[config.mk]
export PLATFORM = sky130hd
export DESIGN_NAME = bus_xfer_unit
export DESIGN_NICKNAME = d
export VERILOG_FILES = /design/src/rtl/bus_xfer_unit.sv
export SDC_FILE = /design/constraint.sdc
export NUM_CORES = 1
export LEC_CHECK = 0
export BUFFER_PORTS_ARGS = -buffer_cell sky130_fd_sc_hd__buf_2
export CELL_PAD_IN_SITES_DETAIL_PLACEMENT = 0
export CELL_PAD_IN_SITES_GLOBAL_PLACEMENT = 1
export CORE_MARGIN = 2
export CORE_UTILIZATION = 43
export CTS_BUF_LIST = sky130_fd_sc_hd__clkbuf_4
export CTS_CLUSTER_DIAMETER = 30
export DETAILED_ROUTE_END_ITERATION = 8
export GPL_ROUTABILITY_DRIVEN = 0
export GPL_TIMING_DRIVEN = 0
export HOLD_SLACK_MARGIN = 0.06
export PLACE_DENSITY = 0.88
export SLEW_MARGIN = 0
export SYNTH_ARGS = -nofsm -noshare
export SYNTH_HDL_FRONTEND = slang
export SYNTH_SLANG_ARGS = --single-unit
[constraint.sdc]
create_clock -name clk -period 4.3 [get_ports clk]
set_clock_uncertainty 0.05 [all_clocks]
set_input_delay 0.43 -clock clk [delete_from_list [all_inputs] [get_ports clk]]
set_output_delay 0.43 -clock clk [all_outputs]
set_load 0.005 [all_outputs]
[src/rtl/bus_xfer_unit.sv]
module bus_xfer_unit #(
  parameter int W    = 8,
  parameter int NREG = 4,
  parameter int SELW = $clog2(NREG + 2)
) (
  input  logic              clk,
  input  logic              rst,
  input  logic [SELW-1:0]   rd_sel,
  input  logic [NREG-1:0]   load_en,
  input  logic [W-1:0]      ext_din,
  output logic [W-1:0]      bus_out,
  output logic [NREG*W-1:0] regs_out
);
  localparam int EXT_CODE = NREG;

  logic [W-1:0] gpr [NREG];
  logic [W-1:0] bus;

  always_comb begin
    bus = '0;
    if (int'(rd_sel) < NREG) bus = gpr[rd_sel[$clog2(NREG)-1:0]];
    else if (int'(rd_sel) == EXT_CODE) bus = ext_din;
  end

  for (genvar k = 0; k < NREG; k++) begin : g_reg
    always_ff @(posedge clk) begin
      if (rst) gpr[k] <= '0;
      else if (load_en[k]) gpr[k] <= bus;
    end
    assign regs_out[k*W +: W] = gpr[k];
  end

  assign bus_out = bus;
endmodule

* Yosys cells after proc, flatten, opt, wreduce, memory -nomap -nowiden
Memories as Yosys holds them, arrays and structs flattened. Cells that the tools add are included.
Storage, ports and cells: register bits 0, memory bits (writable) 32, logic and storage cells 27, memories kept 1
Memories:
- gpr | depth 4, bits a word 8, rd ports 5, clocked after Yosys merged registers in 0, write ports 4, RTL line 16 | logic [W-1:0] gpr [NREG];
Cells by class: order comparisons 1, equality and inequality tests 1, muxes and demuxes 20, bitwise gates (word level) 4
Operators by type and width (number):
- 8-bit two-way mux | 6
- 1-bit two-way mux | 14
- 1-bit OR | 4
- 3-bit == test, second input constant | 1
- 3-bit < comparator, second input constant | 1

* Depth between registers and ports, before layout
Gate-level depths: netlist (run 1).
depth in word-level cells 4, gate-level depth with buffers 5

* Worst setup path before layout (run 1)
Ideal clock, no wire load.
path type input to output, start in rd_sel[0], end out bus_out[0], data arrival time 1.386 ns, required time 3.820 ns, setup slack 2.434 ns, stages 5, cell sequence buf_2 -> buf_6 -> mux2_2 -> a22oi_4 -> nand2_1
Between the ends: longest elaborated chain between the ends 3
Ends and longest elaborated chain:
- from (decl) | RTL line 8 | input logic [SELW-1:0] rd_sel,
- parallel branches: the longest is 2 deep, another holds 3-bit < comparator
- 8-bit two-way mux * | RTL line 21 | if (int'(rd_sel) < NREG) bus = gpr[rd_sel[$clog2(NREG)-1:0]];
- to (decl) | RTL line 11 | output logic [W-1:0] bus_out,
Every way passes the cells marked *.

* Worst setup path after layout (run 1)
start in rd_sel[0], end out bus_out[3]
Same word-level chain as after synthesis.

==> results.ini, run 1 <==
[yosys]
avgSynthCellArea_um2=13.0
synthXorXnorAreaFrac_pct=0
synthMuxAreaShare_pct=11.6
synthAdderAreaFrac_pct=0
yosysTopAreaCellShare_pct=60.4
synth_compound_area_share_pct=16.9
synthSimpleGateAreaFrac_pct=8.88
ys_ff_latch=32
netlist_area_um2=1590
seq_area_frac_synth_pct=60.4
synth_top_family_by_area=compound AO/OA/AOI/OAI gates
ys_top_cells_by_area=edfxtp_1 60%, mux2_2 11%, a21oi_1 10%
yosys.area.top_type=edfxtp_1
syn_nets=139
postSynthCellCount=122
ys_warn_count=0
synthDistinctLibCells=15

[clocking]
cts_max_level=2
clk_latency_ns=0.33
clock_path_buffers=2
root_buffer=clkbuf_4
cts_setup_buffers=0
cts_tree=built
clk_pin_slew_ns=0.09
cts_inserted_buffers=5
holdBufCountCts=0
cts.sinks=32
post_cts_resized=0

[sta]
hold_ws_ns=0.478
slew_headroom_pct=58.7
tns_ns=0
worst_pin_slew_ns=0.619
rsz0062_at_grt=false
fmax_mhz=456
setup_violations=0
finalCriticalPeriod_ns=2.19
drv_slew=0
fin_crit_sh_pct=51.0
hold_viol=0

[route]
drt_wl_total_um=3830
viasPerCell=5.24
wire_per_inst_um=16.5
drt_pass1_iterations=4
drt-initial-drc-count=50
drc=0
ant_nets=0
vias=1215

[setup_path]
cp_cell_sequence=buf_2 > buf_6 > nor3b_4 > nand2_1 > nand2_1 > buf_2
worstPathRequired_ns=3.82
cp_slowest_cell=nor3b_4
cpPeakStageDelay_ns=0.47
rr_worst_depth=3
reg2reg_from=gpr[3][6]
worstReg2RegEnd=gpr[2][6]
reg2reg_slack_ns=2.92
path_max_fanout=10
end_kind=primary output
worstSetupPathType=in -> out
cp-start-kind=input port
cp_data_arrival_time_ns=1.71

[global_route]
gr-total-overflow=0
grt_pass1_vias=1253
grt_max_degree=11
antenna_found_initial=0
grt_usage_pct=19.4
grt_pass1_wl_um=5820

[finish]
seq_area_um2=961
fin_nets=201
final_common_cell=buf_2
utilization_pct=54.7
nFillCells=335
multi_input_area_um2=594
diodes=0
largest_reg_flops=32
layout_common_cells=57 x buf_2, 32 x a21oi_1, 32 x edfxtp_1
area_delta_synth_final_pct=23.9
drive_gt1_share_pct=50.5
regMostFlops=gpr
largest_registers=gpr (32)

[power_and_ir_drop]
p_clk_share_pct=24.1
sw_frac_of_total_pct=25.2
power.leakage_nw=0.892
p_total_w=0.000623
ir_worst_vdd_mv=0.168
seq_power_share_pct=59.7
power_density_nw_per_um2=316
combPwrFrac_pct=16.1
switchingPower_w=0.000157
p_int_w=0.000466

[flow_run]
cap_violations=0

[floorplanning]
rows=22
num_io_pins=57
die_h_um=64.8
fp.dieW_um=64.8
start_util_pct=44.1
die-area_um2=4200
core-area_um2=3610

[hold_path]
hold_start=ext_din[5]
hold_path_depth=3
min_path_type=in -> reg
holdPathEnd=gpr[1][5]

[status]
outcome=finished clean

[placement]
port_buffers=55
dp_hpwl_um=2630

## power groups by stage
| stage | Sequential, W | Clock (W) | Combinational (W) |
|---|---|---|---|
| floorplan | 0.000381 | 0 | 0.0000537 |
| global placement | 0.000378 | 0 | 0.0000995 |
| detailed placement | 0.000379 | 0 | 0.000102 |
| CTS | 0.000372 | 0.000151 | 0.000102 |
| global route | 0.000375 | 0.000162 | 0.000110 |
| finish | 0.000372 | 0.000150 | 0.000101 |
## worst max-delay path: cells and delay by family
kind          cells  cell delay [ns]
simple gates      3             0.80
buf+inv           3             0.47
## synth_stat cells
cell and n:
mux2_4 1, edfxtp_1 32, a22oi_2 7, buf_2 2, or2_2 4, buf_6 1, a21oi_1 32, nor2b_1 1
nor2_2 1, buf_1 4, nand2_1 16, nor3b_4 1, a22oi_4 1, mux2_2 15, nand2b_1 4
## metal layers
metal  vias to the layer above  GRT usage [%]  share of wire, %
met4                         0           9.31              0.81
li1                        585              -                 -
met3                         2           5.73               6.4
met1                       578           23.3                42
met5                         -              0                 0
met2                        50           31.8                50
## cells by family (layout without fill, tap and decap cells)
logic type,count (synthesis),count (layout)
DFF,32,32
muxes,16,16
buffers and inverters,7,69
and+or+nand+nor,27,27
AOI/OAI and AO/OA,40,40
## per-stage QoR
step | setup slack [ns] | std cells | cell area, um2
after floorplan | 2.43 | 122 | 1590
after CTS | 2.10 | 232 | 1970
after global routing | 1.95 | 232 | 1970
after detailed placement | 2.09 | 225 | 1930
final | 2.11 | 232 | 1970
after global placement | 2.14 | 225 | 1930
## final cells by class
type | instances | share of cell area (%)
Tap cell | 48 | 3.05
Timing Repair Buffer | 55 | 14.0
Clock inverter | 2 | 0.381
Sequential cell | 32 | 48.7
Clock buffer | 5 | 1.90
Multi-Input combinational cell | 83 | 30.1
Buffer | 7 | 1.84
## how the worst max path moves through the flow
stage / slack, ns / endpoint / startpoint
floorplan: 2.43 / bus_out[0] / rd_sel[0]
global placement: 2.14 / bus_out[2] / rd_sel[0]
detailed placement: 2.09 / bus_out[3] / rd_sel[0]
CTS: 2.10 / bus_out[3] / rd_sel[0]
global route: 1.95 / bus_out[1] / rd_sel[0]
finish: 2.11 / bus_out[3] / rd_sel[0]
(Power assumes the default switching activity.)
==> run 2: changes to the inputs <==
--- a/config.mk
+++ b/config.mk
@@ -9,14 +9,14 @@
 export CELL_PAD_IN_SITES_DETAIL_PLACEMENT = 0
 export CELL_PAD_IN_SITES_GLOBAL_PLACEMENT = 1
 export CORE_MARGIN = 2
-export CORE_UTILIZATION = 43
+export CORE_UTILIZATION = 36
 export CTS_BUF_LIST = sky130_fd_sc_hd__clkbuf_4
 export CTS_CLUSTER_DIAMETER = 30
 export DETAILED_ROUTE_END_ITERATION = 8
 export GPL_ROUTABILITY_DRIVEN = 0
 export GPL_TIMING_DRIVEN = 0
 export HOLD_SLACK_MARGIN = 0.06
-export PLACE_DENSITY = 0.88
+export PLACE_DENSITY = 0.79
 export SLEW_MARGIN = 0
 export SYNTH_ARGS = -nofsm -noshare
 export SYNTH_HDL_FRONTEND = slang
==> constraint.sdc (replaced) <==
create_clock -name clk -period 2 [get_ports clk]
set_clock_uncertainty 0.05 [all_clocks]
set_input_delay 0.2 -clock clk [delete_from_list [all_inputs] [get_ports clk]]
set_output_delay 0.2 -clock clk [all_outputs]
set_load 0.005 [all_outputs]
==> run 2 against run 1 <==
  * First-iteration DRC count rose by 40%
  * Highest routed layer unchanged
  * Largest cell class unchanged
  * Combinational power grew 110%
  * Setup slack worse by 1.9 ns
==> results.ini, run 2 (synthesis gave the netlist of run 1 again) <==
[sta]
drv_slew=0  ; unchanged
setup_violations=0  ; unchanged
fin_crit_sh_pct=90.5
fmax_mhz=552
finalCriticalPeriod_ns=1.81
hold_viol=0  ; unchanged
tns_ns=0  ; unchanged
rsz0062_at_grt=false
worst_pin_slew_ns=0.622  ; +0.00303 ns
slew_headroom_pct=58.5  ; -0.20 points

[setup_path]
path_buf_inv=1  ; -2
cpPeakStageDelay_ns=0.41  ; -0.06 ns
cp_slowest_cell=edfxtp_1
worstPathRequired_ns=1.75  ; -2.07 ns
reg2reg_from=gpr[3][4]
cp_data_arrival_time_ns=1.56  ; -0.15 ns
end_kind=primary output
worstSetupPathType=reg -> out
cp_cell_sequence=mux2_2 > a22oi_2 > nand2_1 > buf_2
cp-start-kind=register
path_delay_family=flip-flops
rr_worst_depth=3  ; unchanged
reg2reg_slack_ns=0.57  ; -2.35 ns
path_max_fanout=5  ; -5
worstReg2RegEnd=gpr[2][4]

[finish]
fin_nets=201  ; unchanged
diodes=0  ; unchanged
layout_common_cells=57 x buf_2, 32 x a21oi_1, 32 x edfxtp_1
nFillCells=425  ; +27%
area_delta_synth_final_pct=26.4
drive_gt1_share_pct=51.9  ; +1.3 points
fin_cells=237  ; +2.2%
largest_reg_flops=32  ; unchanged
seq_area_um2=961  ; unchanged
largest_registers=gpr (32)
final_common_cell=buf_2
multi_input_area_um2=594  ; unchanged
regMostFlops=gpr

[clocking]
post_cts_resized=0  ; unchanged
root_buffer=clkbuf_4
clk_latency_ns=0.34  ; about the same
cts.sinks=32  ; unchanged
cts_max_level=2  ; unchanged
holdBufCountCts=0  ; unchanged
cts_tree=built
cts_inserted_buffers=5  ; unchanged
clock_path_buffers=2  ; unchanged
cts_setup_buffers=0  ; unchanged
clk_pin_slew_ns=0.11  ; +0.02 ns

[global_route]
antenna_found_initial=0  ; unchanged
grt_usage_pct=16.9  ; -2.5 points
grt_pass1_wl_um=6290  ; +8.2%
gr-total-overflow=0  ; unchanged
grt_pass1_vias=1252  ; -0.080%
grt_max_degree=12  ; +1

[power_and_ir_drop]
power_density_nw_per_um2=754  ; +140%
power.leakage_nw=0.907  ; +1.7%
ir_worst_vdd_mv=0.376  ; +120%

[route]
viasPerCell=5.24  ; +0.15%
drt_wl_total_um=4070  ; +6.4%
drt-initial-drc-count=70  ; +40%
ant_nets=0  ; unchanged
drt_pass1_iterations=4  ; unchanged
wire_per_inst_um=17.2  ; +4.1%
vias=1243  ; +2.3%
drc=0  ; unchanged

[floorplanning]
rows=24  ; +9.1%
start_util_pct=37.1  ; -7.1 points
num_io_pins=57  ; unchanged
core-area_um2=4290  ; +19%
die-area_um2=4970  ; +18%
die_h_um=70.5  ; +8.7%
fp.dieW_um=70.5  ; +8.7%

[placement]
port_buffers=55  ; unchanged
dp.cells=229  ; +1.8%
dp_hpwl_um=2860  ; +8.8%

[flow_run]
cap_violations=0  ; unchanged

[hold_path]
holdPathEnd=gpr[3][6]
min_path_type=in -> reg
hold_path_depth=3  ; unchanged
hold_start=ext_din[6]

[status]
outcome=finished clean

## run 2: changes by cell type in the layout (fill, tap and decap cells not counted)
cell / change
clkinv_1: -2
clkinv_2: +1
clkinvlp_4: +1
bufinv_16: +1
## run 2: power by group
| part | internal [W] | switching, W | leakage (nW) | total [W] |
|---|---|---|---|---|
| combinational | 0.0000987 | 0.000119 | 0.510 | 0.000217 |
| sequential | 0.000781 | 0.0000202 | 0.355 | 0.000801 |
| clock | 0.000260 | 0.000237 | 0.0412 | 0.000497 |
| total | 0.00114 | 0.000376 | 0.907 | 0.00152 |
## run 2: stage by stage
stage          setup slack, ns  cell area, um2  utilization [%]  total power, W  hold slack [ns]
2_1_floorplan            0.535            1590                -        0.000934            0.464
3_3_place_gp             0.309            1930             45.0         0.00103            0.563
3_5_place_dp             0.275            1930             45.0         0.00104            0.575
4_1_cts                  0.172            2010             46.9         0.00152            0.223
5_1_grt                 0.0830            2010             46.9         0.00158            0.239
6_report                 0.189            2010             46.9         0.00152            0.239
## run 2: worst max path at each step
stage	from	to	slack, ns	cells after the start
2_1_floorplan	rd_sel[0]	gpr[0][0]	0.53	5
3_3_place_gp	rd_sel[0]	bus_out[5]	0.31	6
3_5_place_dp	rd_sel[0]	bus_out[5]	0.27	6
4_1_cts	gpr[3][5]	bus_out[5]	0.17	4
5_1_grt	gpr[3][5]	bus_out[5]	0.08	4
6_report	gpr[3][5]	bus_out[5]	0.19	4
## run 2: layout make-up
type	instances	area share [%]
Tap cell	52	3.23
Clock inverter	3	2.11
Sequential cell	32	47.8
Clock buffer	5	1.87
Timing Repair Buffer	55	13.7
Buffer	7	1.80
Multi-Input combinational cell	83	29.5
## run 2: worst reg2reg max path, cell delays in order, from the launching register on
cell and delay [ns]:
edfxtp_1 0.41, mux2_2 0.29, a22oi_2 0.30, a21oi_1 0.12
## run 2: metal layers
layer / share of wire [%] / up-vias / GRT usage (%)
met4: 1.2 / 0 / 5.34
met5: 0 / - / 0
li1: - / 592 / -
met2: 52 / 49 / 29.7
met1: 42 / 598 / 19.9
met3: 5.5 / 4 / 4.62
